<file path="src/rtl/ees_pkg.sv">
package ees_pkg;
    typedef enum logic [3:0] {
        ST_IDLE,
        ST_DEV,
        ST_DEV_ACK,
        ST_WADDR,
        ST_WADDR_ACK,
        ST_WDATA,
        ST_WDATA_ACK,
        ST_RDATA,
        ST_RD_ACK,
        ST_WAIT_STOP
    } ees_state_t;

    localparam logic [3:0] DEV_CODE = 4'b1010;
    localparam int         BYTE_W   = 8;
endpackage

</file>
<file path="src/rtl/ees_line_cond.sv">
module ees_line_cond #(
    parameter int STAGES = 2
) (
    input  logic clk,
    input  logic rst_n,
    input  logic scl_i,
    input  logic sda_i,
    output logic scl_s,
    output logic sda_s,
    output logic scl_rise,
    output logic scl_fall,
    output logic start_p,
    output logic stop_p
);
    logic [STAGES-1:0] scl_ff;
    logic [STAGES-1:0] sda_ff;
    logic              scl_prv;
    logic              sda_prv;

    always_ff @(posedge clk or negedge rst_n) begin
        if (!rst_n) begin
            scl_ff  <= '1;
            sda_ff  <= '1;
            scl_prv <= 1'b1;
            sda_prv <= 1'b1;
        end else begin
            scl_ff  <= {scl_ff[STAGES-2:0], scl_i};
            sda_ff  <= {sda_ff[STAGES-2:0], sda_i};
            scl_prv <= scl_s;
            sda_prv <= sda_s;
        end
    end

    assign scl_s    = scl_ff[STAGES-1];
    assign sda_s    = sda_ff[STAGES-1];
    assign scl_rise = !scl_prv && scl_s;
    assign scl_fall = scl_prv && !scl_s;
    assign start_p  = scl_prv && scl_s && sda_prv && !sda_s;
    assign stop_p   = scl_prv && scl_s && !sda_prv && sda_s;
endmodule

</file>
<file path="src/rtl/ees_addr_ctr.sv">
module ees_addr_ctr #(
    parameter int AW = 11
) (
    input  logic          clk,
    input  logic          rst_n,
    input  logic          ld_hi,
    input  logic [AW-9:0] hi_val,
    input  logic          ld_lo,
    input  logic [7:0]    lo_val,
    input  logic          inc,
    output logic [AW-1:0] cnt
);
    localparam logic [AW-1:0] MAX_ADDR = '1;

    always_ff @(posedge clk or negedge rst_n) begin
        if (!rst_n)     cnt <= '0;
        else if (ld_hi) cnt <= {hi_val, cnt[7:0]};
        else if (ld_lo) cnt <= {cnt[AW-1:8], lo_val};
        else if (inc)   cnt <= cnt + 1'b1;
    end

    AST_ADDR_WRAP: assert property (@(posedge clk) disable iff (!rst_n)
        (inc && !ld_hi && !ld_lo && cnt == MAX_ADDR) |=> (cnt == '0));
endmodule

</file>
<file path="src/rtl/ees_slave.sv">
module ees_slave
    import ees_pkg::*;
#(
    parameter int AW      = 11,
    parameter int SYNC_FF = 2
) (
    input  logic          clk,
    input  logic          rst_n,
    input  logic          scl_i,
    input  logic          sda_i,
    output logic          sda_oe_o,
    input  logic          mem_busy_i,
    output logic [AW-1:0] rd_addr_o,
    input  logic [7:0]    rd_data_i,
    output logic          wr_valid_o,
    output logic [AW-1:0] wr_addr_o,
    output logic [7:0]    wr_data_o,
    output logic          wr_end_o
);
    localparam int          HIW      = AW - BYTE_W;
    localparam logic [3:0]  BITS_END = 4'd8;

    ees_state_t  state, nxt;
    logic        scl_s, sda_s, scl_rise, scl_fall, start_p, stop_p;
    logic [7:0]  shreg;
    logic [7:0]  txreg;
    logic [3:0]  bitcnt;
    logic        dev_rw;
    logic        mack;
    logic        wrote;
    logic        byte_done;
    logic        dev_match;
    logic        ld_hi, ld_lo, inc;
    logic [AW-1:0] addr;

    ees_line_cond #(.STAGES(SYNC_FF)) i_line (
        .clk      (clk),
        .rst_n    (rst_n),
        .scl_i    (scl_i),
        .sda_i    (sda_i),
        .scl_s    (scl_s),
        .sda_s    (sda_s),
        .scl_rise (scl_rise),
        .scl_fall (scl_fall),
        .start_p  (start_p),
        .stop_p   (stop_p)
    );

    ees_addr_ctr #(.AW(AW)) i_addr (
        .clk    (clk),
        .rst_n  (rst_n),
        .ld_hi  (ld_hi),
        .hi_val (shreg[HIW:1]),
        .ld_lo  (ld_lo),
        .lo_val (shreg),
        .inc    (inc),
        .cnt    (addr)
    );

    assign byte_done = scl_fall && (bitcnt == BITS_END);
    assign dev_match = (shreg[7:4] == DEV_CODE);

    // address counter control, gated off on bus conditions
    always_comb begin
        ld_hi = 1'b0;
        ld_lo = 1'b0;
        inc   = 1'b0;
        if (!start_p && !stop_p) begin
            ld_hi = (state == ST_DEV) && byte_done && dev_match && !mem_busy_i && !shreg[0];
            ld_lo = (state == ST_WADDR) && byte_done;
            inc   = ((state == ST_WDATA) || (state == ST_RDATA)) && byte_done;
        end
    end

    // next-state logic
    always_comb begin
        nxt = state;
        if (start_p) begin
            nxt = ST_DEV;
        end else if (stop_p) begin
            nxt = ST_IDLE;
        end else begin
            unique case (state)
                ST_IDLE:      nxt = ST_IDLE;
                ST_DEV:       if (byte_done) nxt = (dev_match && !mem_busy_i) ? ST_DEV_ACK : ST_WAIT_STOP;
                ST_DEV_ACK:   if (scl_fall)  nxt = dev_rw ? ST_RDATA : ST_WADDR;
                ST_WADDR:     if (byte_done) nxt = ST_WADDR_ACK;
                ST_WADDR_ACK: if (scl_fall)  nxt = ST_WDATA;
                ST_WDATA:     if (byte_done) nxt = ST_WDATA_ACK;
                ST_WDATA_ACK: if (scl_fall)  nxt = ST_WDATA;
                ST_RDATA:     if (byte_done) nxt = ST_RD_ACK;
                ST_RD_ACK:    if (scl_fall)  nxt = mack ? ST_RDATA : ST_WAIT_STOP;
                ST_WAIT_STOP: nxt = ST_WAIT_STOP;
                default:      nxt = ST_IDLE;
            endcase
        end
    end

    // state register
    always_ff @(posedge clk or negedge rst_n) begin
        if (!rst_n) state <= ST_IDLE;
        else        state <= nxt;
    end

    // datapath and output registers
    always_ff @(posedge clk or negedge rst_n) begin
        if (!rst_n) begin
            shreg      <= '0;
            txreg      <= '0;
            bitcnt     <= '0;
            dev_rw     <= 1'b0;
            mack       <= 1'b0;
            wrote      <= 1'b0;
            wr_valid_o <= 1'b0;
            wr_addr_o  <= '0;
            wr_data_o  <= '0;
            wr_end_o   <= 1'b0;
        end else begin
            wr_valid_o <= 1'b0;
            wr_end_o   <= 1'b0;
            if (start_p) begin
                bitcnt <= '0;
            end else if (stop_p) begin
                wr_end_o <= wrote;
                wrote    <= 1'b0;
            end else begin
                unique case (state)
                    ST_DEV, ST_WADDR, ST_WDATA: begin
                        if (scl_rise && bitcnt < BITS_END) begin
                            shreg  <= {shreg[6:0], sda_s};
                            bitcnt <= bitcnt + 1'b1;
                        end else if (byte_done) begin
                            bitcnt <= '0;
                            if (state == ST_DEV) dev_rw <= shreg[0];
                            if (state == ST_WDATA) begin
                                wr_valid_o <= 1'b1;
                                wr_addr_o  <= addr;
                                wr_data_o  <= shreg;
                                wrote      <= 1'b1;
                            end
                        end
                    end
                    ST_DEV_ACK: begin
                        if (scl_fall && dev_rw) txreg <= rd_data_i;
                    end
                    ST_RDATA: begin
                        if (scl_rise) begin
                            bitcnt <= bitcnt + 1'b1;
                        end else if (scl_fall) begin
                            if (bitcnt == BITS_END) bitcnt <= '0;
                            else                    txreg  <= {txreg[6:0], 1'b1};
                        end
                    end
                    ST_RD_ACK: begin
                        if (scl_rise)              mack  <= !sda_s;
                        else if (scl_fall && mack) txreg <= rd_data_i;
                    end
                    default: ;
                endcase
            end
        end
    end

    // open-drain output: drive low for acknowledges and zero read bits
    always_comb begin
        unique case (state)
            ST_DEV_ACK, ST_WADDR_ACK, ST_WDATA_ACK: sda_oe_o = 1'b1;
            ST_RDATA:                               sda_oe_o = !txreg[7];
            default:                                sda_oe_o = 1'b0;
        endcase
    end

    assign rd_addr_o = addr;

    AST_OE_SCL_LOW: assert property (@(posedge clk) disable iff (!rst_n)
        (!$stable(sda_oe_o) && !$past(start_p || stop_p)) |-> !scl_s);
    AST_NO_ACK_BUSY: assert property (@(posedge clk) disable iff (!rst_n)
        (state == ST_DEV && byte_done && mem_busy_i) |=> !sda_oe_o);
    AST_WR_ACKED: assert property (@(posedge clk) disable iff (!rst_n)
        wr_valid_o |-> sda_oe_o);
    AST_START_RELEASE: assert property (@(posedge clk) disable iff (!rst_n)
        start_p |=> !sda_oe_o);
    AST_END_AT_IDLE: assert property (@(posedge clk) disable iff (!rst_n)
        wr_end_o |-> (state == ST_IDLE));
endmodule

</file>
<file path="config.mk">
export PLATFORM = sky130hd
export DESIGN_NAME = ees_slave
export DESIGN_NICKNAME = d
export VERILOG_FILES = /design/src/rtl/ees_pkg.sv /design/src/rtl/ees_line_cond.sv /design/src/rtl/ees_addr_ctr.sv /design/src/rtl/ees_slave.sv
export SDC_FILE = /design/constraint.sdc
export NUM_CORES = 1
export LEC_CHECK = 0
export ABC_CLOCK_PERIOD_IN_PS = 2500
export BUFFER_PORTS_ARGS = -buffer_cell sky130_fd_sc_hd__buf_2
export CORE_MARGIN = 10
export CORE_UTILIZATION = 57
export DETAILED_ROUTE_END_ITERATION = 10
export PLACE_DENSITY = 0.79
export RECOVER_POWER = 50
export SLEW_MARGIN = 5
export SYNTH_ARGS = -nofsm -noshare
export SYNTH_HDL_FRONTEND = slang
export SYNTH_SLANG_ARGS = --single-unit
</file>
<file path="constraint.sdc">
create_clock -name clk -period 2.5 [get_ports clk]
set_input_delay 0.5 -clock clk [delete_from_list [all_inputs] [get_ports clk]]
set_output_delay 0.5 -clock clk [all_outputs]
set_load 0.01 [all_outputs]
</file>
=== Yosys cells after proc, flatten, opt, wreduce, memory -nomap -nowiden ===
Index checks and enable logic that the tools add are counted.

* Flip-flop bits (word level): 65
* Output and inout port bits: 33
* Word-level logic and storage cells: 151

* Add/sub/neg operators: 2
* Order comparisons: 1
* Equal/unequal tests: 30
* Muxes and demuxes: 48
* Bitwise operators: 4
* Reduce and logical (&&, ||, !) cells: 49

{| class="wikitable"
|+ Operators by type and width
! operator !! number
|-
| $mux 4 || 18
|-
| $mux 8 || 6
|-
| $ne 4x4->1 const B || 9
|-
| $mux 11 || 3
|-
| $pmux 4 s8 || 1
|-
| $pmux 8 s3 || 1
|-
| $logic_and 1x1->1 || 19
|-
| $eq 4x3->1 const B || 4
|-
| $eq 4x4->1 const B || 4
|-
| $mux 1 || 16
|-
| $ne 2x2->1 const B || 8
|-
| $reduce_and 6->1 || 2
|-
| $add 11x1->11 const B || 1
|-
| $reduce_and 5->1 || 2
|-
| $reduce_bool 2->1 || 5
|-
| $logic_not 1->1 || 9
|-
| $reduce_and 9->1 || 1
|-
| $eq 4x2->1 const B || 2
|-
| $pmux 4 s2 || 1
|-
| $reduce_and 4->1 || 2
|-
| $reduce_and 7->1 || 1
|-
| $reduce_bool 3->1 || 2
|-
| $reduce_or 3->1 || 2
|-
| $add 4x1->4 const B || 1
|-
| other kinds (10) || 14
|}

=== Longest topological paths before layout ===
Gate-level depths: netlist (run 1).

* Word-level depth: 10
* Depth in mapped cells: 8
* Depth with buffers taken out: 7

=== Hierarchy ===
From an unflattened synthesis (run 1), not the netlist that was laid out.

* Cell total of the unflattened synthesis: 274
* Area, all modules: 3198.1 um^2

{| class="wikitable"
|+ By module, submodules not included
! module !! times used !! cells each !! area each (um^2) !! seq. area each (um^2)
|-
| ees_slave || 1 || 188 || 2328.5 || 1201.2
|-
| ees_addr_ctr || 1 || 76 || 679.4 || 275.3
|-
| ees_line_cond || 1 || 10 || 190.2 || 157.7
|}

=== Least setup slack after synthesis (run 1) ===
Ideal clock, no wire load.

* Path kind: register to register
* From: reg i_line.scl_prv
* To: reg i_addr.cnt[8]
* Arrival: 1.981 ns
* Required time: 2.423 ns
* Slack: 0.441 ns
* Cell stages (with the launch flop): 8
* Cells stage by stage: dfstp_2 -> ha_1 -> nand4b_4 -> a2111oi_4 -> buf_6 -> nand4_1 -> xor2_1 -> a21oi_1

* Cells in the longest elaborated chain, start to end: 9
* Elaborated cells on any way between the ends: 23
* Those cells by class: 1 x eq/ne; 4 x mux; 18 x reduce/logical

{| class="wikitable"
|+ Ends and longest elaborated chain
! what !! RTL line !! source
|-
| start, declared || ees_line_cond.sv:17 || <nowiki>logic scl_prv;</nowiki>
|-
| start signal, assigned || ees_line_cond.sv:29 || <nowiki>scl_prv <= scl_s;</nowiki>
|-
| $logic_and 1x1->1 || ees_line_cond.sv:37 || <nowiki>assign scl_fall = scl_prv && !scl_s;</nowiki>
|-
| $logic_and 1x1->1 || ees_slave.sv:60 || <nowiki>assign byte_done = scl_fall && (bitcnt == BITS_END);</nowiki>
|-
| $logic_and 1x1->1 (4 in series) || ees_slave.sv:69 || <nowiki>ld_hi = (state == ST_DEV) && byte_done && dev_match && !mem_busy_i && !shreg[0];</nowiki>
|-
| $mux 1 || ees_slave.sv:68 || <nowiki>if (!start_p && !stop_p) begin</nowiki>
|-
| $ne 2x1->1 (no line) / $reduce_bool 2->1 (equally long branches) || -- ||
|-
| $reduce_and 2->1 (no line) || -- ||
|-
| end signal, assigned || ees_addr_ctr.sv:17 || <nowiki>else if (ld_hi) cnt <= {hi_val, cnt[7:0]};</nowiki>
|-
| end signal, assigned || ees_addr_ctr.sv:18 || <nowiki>else if (ld_lo) cnt <= {cnt[AW-1:8], lo_val};</nowiki>
|-
| end signal, assigned || ees_addr_ctr.sv:19 || <nowiki>else if (inc) cnt <= cnt + 1'b1;</nowiki>
|-
| end, declared || ees_addr_ctr.sv:11 || <nowiki>output logic [AW-1:0] cnt</nowiki>
|}

Parallel ways exist; a longest one is shown, timed or not.
A chain may end at the register's enable or synchronous reset.

=== Final worst setup path (run 1) ===
* From: reg i_line.scl_prv
* To: reg i_addr.cnt[7]

* Cells in the longest elaborated chain, start to end: 9
* Elaborated cells on any way between the ends: 23
* Those cells by class: 4 x mux; 1 x bitwise; 18 x reduce/logical

{| class="wikitable"
|+ Ends and longest elaborated chain
! what !! RTL line
|-
| $logic_and 1x1->1 || ees_line_cond.sv:37
|-
| $logic_and 1x1->1 || ees_slave.sv:60
|-
| $logic_and 1x1->1 (4 in series) || ees_slave.sv:69
|-
| $mux 1 || ees_slave.sv:68
|-
| $not 1->1 (no line) || --
|-
| $reduce_and 2->1 (no line) || --
|}

Parallel ways exist; a longest one is shown, timed or not. The select of a mux whose other input is x is not followed.

==> flow_metrics.tcl, run 1 <==
set metrics [dict create \
    critical_path.max_fanout 8 \
    grt-ovfl-total 0 \
    max_cap_violations 0 \
    wire_per_inst_um 16.6 \
    skew_ns 0.0151 \
    synthDominantAreaCellType "sky130_fd_sc_hd__dfrtp_1" \
    setup_repair_after_global_routing_missed_its_margin "no" \
    critical_path.reg2reg.startpoint "i_line.scl_prv$_DFF_PN1_" \
    tritoncts "built" \
    hold_class "in2reg" \
    number_of_flip_flops_and_latches_in_the_synthesized_netlist 65 \
    first_iter_violations 175 \
    post_route_cells_drive_above_1_share 0.309 \
    report.final.slew_viol_count 0 \
    critical_path_arrival_ns 2.55 \
    fin_crit_sh 0.917 \
    post-cts-setup-buffers 0 \
    whs_path_depth 1 \
    routed_wirelength_um 7120 \
    least_setup_slack_across_all_paths_after_layout_ns 0.209 \
    vdd_drop_max_v 0.000518 \
    chipHeight_um 95.5 \
    grt_first_pass_wirelength_um 11600 \
    finalSetupViolations 0 \
    initial_antenna_violation_count 0 \
    timing.critical_path.max_delay_family "compound AO/OA/AOI/OAI gates" \
    design.portCount 46 \
    leakage_nw 1.79 \
    htreeDepth 3 \
    worst_skew_pair.late_latency_ns 0.35 \
    timing.hold.worst.start "scl_i" \
    cts.hold.buffers_added 0 \
    finalHoldViolCount 0 \
    yosysUniqueCellTypes 54 \
    cp_data_required_time_ns 2.76 \
    clockRootBuffer "sky130_fd_sc_hd__clkbuf_8" \
    worst_r2r_path_depth 6 \
    yosys_most_used_dff "sky130_fd_sc_hd__dfrtp_1" \
    synth-seq-area-share 0.503 \
    synth_nets 313 \
    syn_area_cell_um2 11.1 \
    worstSetupEndpointType "flip-flop" \
    row_count 27 \
    rr_endpoint "i_addr.cnt[7]$_DFFE_PN0P_" \
    worst-r2r-setup-slack_ns 0.21 \
    syn-cell-area_mm2 0.00325 \
    floorplan.initialDensity 0.590 \
    num_vias 2439 \
    grt_max_degree 50 \
    place_worst_setup_slack_ns 0.217 \
    route.detailed.vias_per_inst 5.70 \
    antenna_cells 0 \
    overall_global_routing_resource_usage 0.160 \
    synth-edff-count 0 \
    dp_hpwl_um 5080 \
    timing.setup.critical_path_class "reg2reg" \
    ant_nets 0 \
    vias_in_the_first_global_route 2383 \
    placement.io_buffers 45 \
    drcViolationCount 0 \
    clock_path_buffers 2 \
    worst_slew_pin_slew_ns 1.16 \
    timing.critical_path.slowest_stage_cell "sky130_fd_sc_hd__dfstp_2" \
    detail_route.first_pass.iterations 4 \
    fp.dieW_um 95.5 \
    routabilityCongestion 0.884 \
    die_area_mm2 0.00912 \
    yosysWarnings 0 \
    totalNegativeSetupSlack_ns 0 \
    synthesis.instances 294 \
    mostFrequentLayoutCell "sky130_fd_sc_hd__dfrtp_1" \
    cts_buffers 9 \
    max-slew-margin-rel 0.226 \
    fin_nets 370 \
    period_needed_ns 2.29 \
    cp_num_buf_inv 0 \
    final_cell_mix "59 x sky130_fd_sc_hd__dfrtp_1, 38 x sky130_fd_sc_hd__nand2_1, 36 x sky130_fd_sc_hd__mux2_2, 34 x sky130_fd_sc_hd__buf_2, 17 x sky130_fd_sc_hd__o21ai_0" \
    power-per-cell-area_mw_per_mm2 822 \
    tritoncts_num_sinks 65 \
    area_growth_syn_to_layout_pct 17.6 \
    post-synth-top-area-fraction 0.454 \
    synth-async-reset-ratio 1.00 \
    clk_transition_reported_paths_ns 0.07 \
    cts_resized 0 \
    core-area_mm2 0.00551 \
    min_delay_endpoint "i_line.scl_ff[0]$_DFF_PN1_" \
    synthTopCellsByArea "sky130_fd_sc_hd__dfrtp_1 45%, sky130_fd_sc_hd__mux2_2 12%, sky130_fd_sc_hd__dfstp_2 4.8%" \
    run_status "complete, no violations" \
    worstSetupStartpointType "flip-flop" \
    slowest_delay_ns 0.55 \
    max_freq_mhz 436 \
    crit_path_cell_trace "ha_1 > nand4b_4 > a2111oi_4 > nand4_1 > xor2_1 > o21ai_0" \
]
[state kept, by name (all words and copies together) (netlist names)]
register and cells:
i_line.sda_ff 2, wr_valid_o 1, shreg 8, wr_addr_o 11, dev_rw 1, i_addr.cnt 11, wr_end_o 1, txreg 8
i_line.sda_prv 1, bitcnt 4, i_line.scl_prv 1, wr_data_o 8, wrote 1, state 4, i_line.scl_ff 2, mack 1
[final cells by class]
class	count	area, µm²
clock buffers	10	128
clock inverters	6	115
fillers	414	1690
inverters	11	41.3
multi-input cells	207	1510
flip-flops and latches	65	1630
well taps	72	90.1
repair buffers	57	299
[power breakdown]
part	internal [mW]	total, mW	switching (mW)
clock	0.668	1.09	0.424
sequential	1.21	1.40	0.189
combinational	0.319	0.653	0.335
[metal layers]
layer / up-vias / global-route usage / routed length (µm)
li1: 1179 / - / -
met1: 1188 / 0.213 / 3250
met2: 59 / 0.236 / 3310
met3: 13 / 0.0416 / 415
met4: 0 / 0.0799 / 138
met5: - / 0 / 0
[per-stage QoR]
stage	power, mW	cell area, µm²	utilization	hold slack, ns	std cells
2_1_floorplan	1.83	3250	-	0.204	294
3_5_place_dp	2.06	3610	0.655	0.353	412
3_3_place_gp	2.04	3610	0.655	0.345	412
4_1_cts	3.15	3850	0.699	0.0940	428
6_report	3.14	3820	0.694	0.254	428
5_1_grt	3.29	3820	0.694	0.248	428
[cells by family after synthesis]
| family | Yosys count | share of synthesized area |
|---|---|---|
| mux | 40 | 0.137 |
| simple gates | 104 | 0.177 |
| compound gates | 47 | 0.100 |
| buf+inv | 22 | 0.0331 |
| xor+xnor | 10 | 0.0269 |
| flops | 65 | 0.503 |
| fa+ha+maj | 6 | 0.0231 |
[worst max path at each step]
| stage | cells past startpoint | slack, ns | to | from |
|---|---|---|---|---|
| after global routing | 6 | 0.11 | bitcnt[1]$_DFFE_PN0P_ | i_line.scl_ff[1]$_DFF_PN1_ |
| after detailed placement | 6 | 0.22 | i_addr.cnt[10]$_DFFE_PN0P_ | i_line.scl_prv$_DFF_PN1_ |
| after global placement | 6 | 0.28 | i_addr.cnt[10]$_DFFE_PN0P_ | i_line.scl_prv$_DFF_PN1_ |
| final | 6 | 0.21 | i_addr.cnt[7]$_DFFE_PN0P_ | i_line.scl_prv$_DFF_PN1_ |
| after floorplan | 7 | 0.44 | i_addr.cnt[8]$_DFFE_PN0P_ | i_line.scl_prv$_DFF_PN1_ |
| after CTS | 6 | 0.14 | i_addr.cnt[7]$_DFFE_PN0P_ | i_line.scl_prv$_DFF_PN1_ |
[synth_stat cells (all sizes together) (3+ instances only)]
cell type  count
mux2          36
nand4          6
ha             6
a21oi          6
xnor2          3
a22oi          3
a22o           3
nor2          15
dfrtp         59
inv           11
o211ai         4
nand3b         4
and3           3
xor2           7
nand3          6
nor2b          5
mux2i          4
nor3           6
nand2b         4
dfstp          6
o21ai         19
nand2         38
nand4b         3
buf            9
No activity file was read; power rests on OpenSTA's default activity.
==> run 2, diff against run 1 <==
Settings changed: ABC_CLOCK_PERIOD_IN_PS 2500 to 2430.
Clock period 2.5 ns to 2.43 ns, I/O delays scaled along.
==> flow_metrics.tcl, run 2 (synthesis gave the netlist of run 1 again) <==
set metrics [dict create \
    run_status "complete, but fails checks" \
    failed_checks "max-capacitance violations, max-slew violations" \
    fin_nets 369 \
    num_vias 2433 \
    final_util 0.686 \
    drcViolationCount 0 \
    tritoncts_num_sinks 65 \
    clk_transition_reported_paths_ns 0.07 \
    hold_class "in2reg" \
    vias_in_the_first_global_route 2383 \
    leakage_nw 1.76 \
    design.portCount 46 \
    clock_path_buffers 2 \
    clockRootBuffer "sky130_fd_sc_hd__clkbuf_8" \
    max_cap_violations 1 \
    finalHoldViolCount 0 \
    routabilityCongestion 0.911 \
    dp_hpwl_um 4930 \
    finalSetupViolations 0 \
    cts.hold.buffers_added 0 \
    routed_wirelength_um 6920 \
    sw_frac_of_total 0.326 \
    row_count 27 \
    final_cell_mix "59 x sky130_fd_sc_hd__dfrtp_1, 38 x sky130_fd_sc_hd__nand2_1, 36 x sky130_fd_sc_hd__mux2_2, 35 x sky130_fd_sc_hd__buf_2, 17 x sky130_fd_sc_hd__o21ai_0" \
    cp_data_required_time_ns 2.69 \
    timing.setup.critical_path_class "reg2reg" \
    floorplan.initialDensity 0.590 \
    wire_per_inst_um 16.2 \
    first_iter_violations 183 \
    initial_antenna_violation_count 0 \
    core-area_mm2 0.00551 \
    grt-ovfl-total 0 \
    max-slew-margin-rel -0.0116 \
    totalNegativeSetupSlack_ns 0 \
    critical_path_arrival_ns 2.49 \
    p_int_mw 1.99 \
    power.switching_mw 0.964 \
    placement.io_buffers 45 \
    post-cts-setup-buffers 0 \
    htreeDepth 3 \
    fin_crit_sh 0.916 \
    fp.dieW_um 95.5 \
    p_seq_frac 0.485 \
    worstSetupStartpointType "flip-flop" \
    worstSetupEndpointType "flip-flop" \
    overall_global_routing_resource_usage 0.158 \
    skew_ns 0.00967 \
    grt_max_degree 66 \
    report.final.slew_viol_count 66 \
    ant_nets 0 \
    top_regs "i_addr.cnt (11), wr_addr_o (11)" \
    power-per-cell-area_mw_per_mm2 783 \
    max_freq_mhz 449 \
    detail_route.first_pass.iterations 4 \
    tritoncts "built" \
    period_needed_ns 2.22 \
    post_route_cells_drive_above_1_share 0.313 \
    mostFrequentLayoutCell "sky130_fd_sc_hd__dfrtp_1" \
    die_area_mm2 0.00912 \
    setup_repair_after_global_routing_missed_its_margin "no" \
    combinationalPowerShare 0.225 \
    route.detailed.vias_per_inst 5.70 \
    critical_path.max_fanout 13 \
    vdd_drop_max_v 0.000517 \
    antenna_cells 0 \
    worst_skew_pair.late_latency_ns 0.35 \
    chipHeight_um 95.5 \
    area_growth_syn_to_layout_pct 16.2 \
    worst_slew_pin_slew_ns 1.52 \
    grt_first_pass_wirelength_um 11400 \
    cts_buffers 9 \
    clock_power_share 0.289 \
    cts_resized 0 \
]
## run 2: changes by cell type in the layout (fill, tap and decap cells not counted), sizes merged
| cell | change |
|---|---|
| clkinv | +1 |
| clkinvlp | +2 |
| inv | -1 |
| bufinv | -3 |
## run 2: metal layers
metal  global-route usage  vias to the layer above  routed length, µm
li1                     -                     1171                  -
met1                0.207                     1155               2990
met2                0.234                       91               3160
met3               0.0573                       16                632
met4               0.0663                        0                132
met5                    0                        -                  0
## run 2: power by group through the flow
stage / Clock [mW] / Sequential, mW / Combinational, mW
after floorplan: 0 / 1.36 / 0.519
after global placement: 0 / 1.44 / 0.645
after detailed placement: 0 / 1.45 / 0.664
after CTS: 0.871 / 1.43 / 0.667
after global routing: 0.911 / 1.46 / 0.747
final: 0.856 / 1.43 / 0.666
## run 2: path summary, 6_finish.rpt
kind / startpoint / endpoint / cells past startpoint / slack [ns]
min reg2reg: i_line.scl_ff[0]$_DFF_PN1_ / i_line.scl_ff[1]$_DFF_PN1_ / 0 / 0.36
max reg2reg: i_line.scl_prv$_DFF_PN1_ / i_addr.cnt[7]$_DFFE_PN0P_ / 7 / 0.21
max in group asynchronous: rst_n / bitcnt[2]$_DFFE_PN0P_ / 2 / 0.93
min: sda_i / i_line.sda_ff[0]$_DFF_PN1_ / 1 / 0.24
max: i_line.scl_prv$_DFF_PN1_ / i_addr.cnt[7]$_DFFE_PN0P_ / 7 / 0.21
min in group asynchronous: rst_n / bitcnt[0]$_DFFE_PN0P_ / 2 / 0.58
## run 2: stage by stage
| stage | worst slack, ns | std cells | total power [mW] | hold slack [ns] | instance area (µm²) |
|---|---|---|---|---|---|
| 6_report | 0.205 | 427 | 2.96 | 0.237 | 3780 |
| 5_1_grt | 0.0172 | 427 | 3.12 | 0.224 | 3780 |
| 4_1_cts | 0.213 | 427 | 2.97 | 0.150 | 3800 |
| 3_5_place_dp | 0.219 | 411 | 2.11 | 0.347 | 3610 |
| 3_3_place_gp | 0.303 | 411 | 2.08 | 0.346 | 3610 |
| 2_1_floorplan | 0.371 | 294 | 1.88 | 0.190 | 3250 |
## run 2: cell type report
cell class | instances | area [µm²]
Clock buffer | 11 | 151
Inverter | 11 | 41.3
Timing Repair Buffer | 56 | 305
Clock inverter | 5 | 40.0
Fill cell | 431 | 1730
Multi-Input combinational cell | 207 | 1510
Sequential cell | 65 | 1630
Tap cell | 72 | 90.1
## run 2: worst max-delay path, cell delays in order, from the launching register on
cell                        delay, ns
sky130_fd_sc_hd__dfstp_2         0.54
sky130_fd_sc_hd__ha_1            0.30
sky130_fd_sc_hd__nand4b_4        0.21
sky130_fd_sc_hd__a2111oi_4       0.37
sky130_fd_sc_hd__buf_4           0.26
sky130_fd_sc_hd__nand4_1         0.13
sky130_fd_sc_hd__xor2_1          0.15
sky130_fd_sc_hd__o21ai_0         0.17
==> run 3, diff against run 2 <==
Settings changed: REMOVE_ABC_BUFFERS set to 1.
==> flow_metrics.tcl, run 3 (synthesis gave the netlist of run 1 again) <==
set metrics [dict create \
    power-per-cell-area_mw_per_mm2 787 \
    fin_nets 369 \
    postPlaceCellArea_mm2 0.00360 \
    antenna_cells 0 \
    setup_repair_after_global_routing_missed_its_margin "no" \
    fin_crit_sh 0.913 \
    tritoncts "built" \
    num_vias 2437 \
    ant_nets 0 \
    whs_path_depth 1 \
    overall_global_routing_resource_usage 0.155 \
    routabilityCongestion 0.916 \
    dp_hpwl_um 4870 \
    post-cts-setup-buffers 0 \
    design.portCount 46 \
    worst_hold_slack_ns 0.249 \
    floorplan.initialDensity 0.590 \
    max-slew-margin-rel -0.0299 \
    drcViolationCount 0 \
    detail_route.first_pass.iterations 4 \
    critical_path.reg2reg.startpoint "i_line.scl_prv$_DFF_PN1_" \
    worstSetupEndpointType "flip-flop" \
    routed_wirelength_um 6840 \
    mostFrequentLayoutCell "sky130_fd_sc_hd__dfrtp_1" \
    critical_path_arrival_ns 2.44 \
    wire_per_inst_um 16.0 \
    htreeDepth 3 \
    initial_antenna_violation_count 0 \
    timing.setup.critical_path_class "reg2reg" \
    grt_max_degree 66 \
    topRoutingLayerUsed "met4" \
    met3_wirelength_um 436 \
    clockRootBuffer "sky130_fd_sc_hd__clkbuf_8" \
    worst_skew_pair.late_latency_ns 0.34 \
    fp.dieW_um 95.5 \
    cts.hold.buffers_added 0 \
    cts_buffers 9 \
    core-area_mm2 0.00551 \
    top_regs "i_addr.cnt (11), wr_addr_o (11)" \
    worstSetupStartpoint "i_line.scl_prv$_DFF_PN1_" \
    timing.hold.worst.start "scl_i" \
    vias_in_the_first_global_route 2331 \
    leakage_nw 1.76 \
    hold_class "in2reg" \
    report.final.slew_viol_count 66 \
    placement.io_buffers 45 \
    fin_total_pwr_mw 2.96 \
    row_count 27 \
    post_route_cells_drive_above_1_share 0.310 \
    final_util 0.683 \
    grt_first_pass_wirelength_um 11200 \
    clock_path_buffers 2 \
    chipHeight_um 95.5 \
    cts_resized 0 \
    skew_ns 0.00977 \
    final_cell_mix "59 x sky130_fd_sc_hd__dfrtp_1, 38 x sky130_fd_sc_hd__nand2_1, 36 x sky130_fd_sc_hd__mux2_2, 35 x sky130_fd_sc_hd__buf_2, 17 x sky130_fd_sc_hd__o21ai_0" \
    crit_path_cell_trace "ha_1 > nand4b_4 > a2111oi_4 > buf_4 > nand2_1 > xnor2_1 > mux2_2" \
    route.detailed.vias_per_inst 5.71 \
    area_growth_syn_to_layout_pct 15.7 \
    finish.instance_area_mm2 0.00376 \
    run_status "complete, but fails checks" \
    finalHoldViolCount 0 \
    grt-ovfl-total 0 \
    tritoncts_num_sinks 65 \
    cp_data_required_time_ns 2.66 \
    period_needed_ns 2.22 \
    totalNegativeSetupSlack_ns 0 \
    clk_transition_reported_paths_ns 0.07 \
    worst_slew_pin_slew_ns 1.54 \
    worstSetupStartpointType "flip-flop" \
    max_cap_violations 1 \
    first_iter_violations 203 \
    die_area_mm2 0.00912 \
    timing.critical_path.slowest_stage_cell "sky130_fd_sc_hd__dfstp_2" \
    slowest_delay_ns 0.55 \
    max_freq_mhz 451 \
    wl_met1_um 3020 \
    worst_r2r_path_depth 7 \
    detailroute.wirelength.met2_um 3330 \
    vdd_drop_max_v 0.000621 \
    finalSetupViolations 0 \
    failed_checks "max-capacitance violations, max-slew violations" \
    critical_path.max_fanout 8 \
]
run 3: cell count changes in the layout (fill, tap and decap cells not counted):
cell	change
sky130_fd_sc_hd__buf_12	-1
sky130_fd_sc_hd__buf_4	+1
sky130_fd_sc_hd__bufinv_16	+1
sky130_fd_sc_hd__clkbuf_1	+2
sky130_fd_sc_hd__clkbuf_8	-2
sky130_fd_sc_hd__clkinv_2	+2
sky130_fd_sc_hd__clkinv_4	-1
sky130_fd_sc_hd__clkinvlp_4	-2
sky130_fd_sc_hd__dfstp_1	-1
sky130_fd_sc_hd__dfstp_2	+1
run 3: worst paths after layout:
check	endpoint	slack (ns)
worst max-delay path	i_addr.cnt[2]$_DFFE_PN0P_	0.21
worst min-delay path	i_line.scl_ff[0]$_DFF_PN1_	0.25
worst max register to register	i_addr.cnt[2]$_DFFE_PN0P_	0.21
worst min register to register	i_line.sda_ff[1]$_DFF_PN1_	0.36
max in group asynchronous	wr_data_o[7]$_DFFE_PN0P_	0.89
min in group asynchronous	state[0]$_DFFE_PN0P_	0.62
run 3: per-stage QoR:
step | setup WS (ns) | instances
5_1_grt | 0.0734 | 427
4_1_cts | 0.219 | 427
3_5_place_dp | 0.214 | 411
3_3_place_gp | 0.294 | 411
6_report | 0.213 | 427
2_1_floorplan | -0.656 | 283
run 3: power breakdown:
| group | switching [mW] | total (mW) | internal (mW) |
|---|---|---|---|
| Combinational | 0.342 | 0.654 | 0.312 |
| Clock | 0.397 | 0.870 | 0.472 |
| Sequential | 0.190 | 1.43 | 1.24 |
| Total | 0.929 | 2.96 | 2.03 |
run 3: final cells by class:
type,instances,area (µm²)
multi-input combinational,207,1510
clock buffer,11,131
fill,442,1750
timing repair buffer,56,293
clock inverter,5,56.3
tap,72,90.1
inverter,11,41.3
sequential,65,1630
run 3: per-layer routing:
| metal | global-route usage | vias to the layer above |
|---|---|---|
| met5 | 0 | - |
| met4 | 0.0762 | 0 |
| met3 | 0.0424 | 6 |
| met2 | 0.231 | 63 |
| met1 | 0.203 | 1194 |
| li1 | - | 1174 |
run 3: critical path: cells and delay by family (launching register included):
family | cells | cell delay, ns
AO/OA/AOI/OAI | 1 | 0.38
buffers and inverters | 1 | 0.20
AND/OR/NAND/NOR | 2 | 0.27
XOR/XNOR | 1 | 0.13
multiplexers | 1 | 0.27
adder cells (fa/ha/maj) | 1 | 0.30
flip-flops | 1 | 0.55
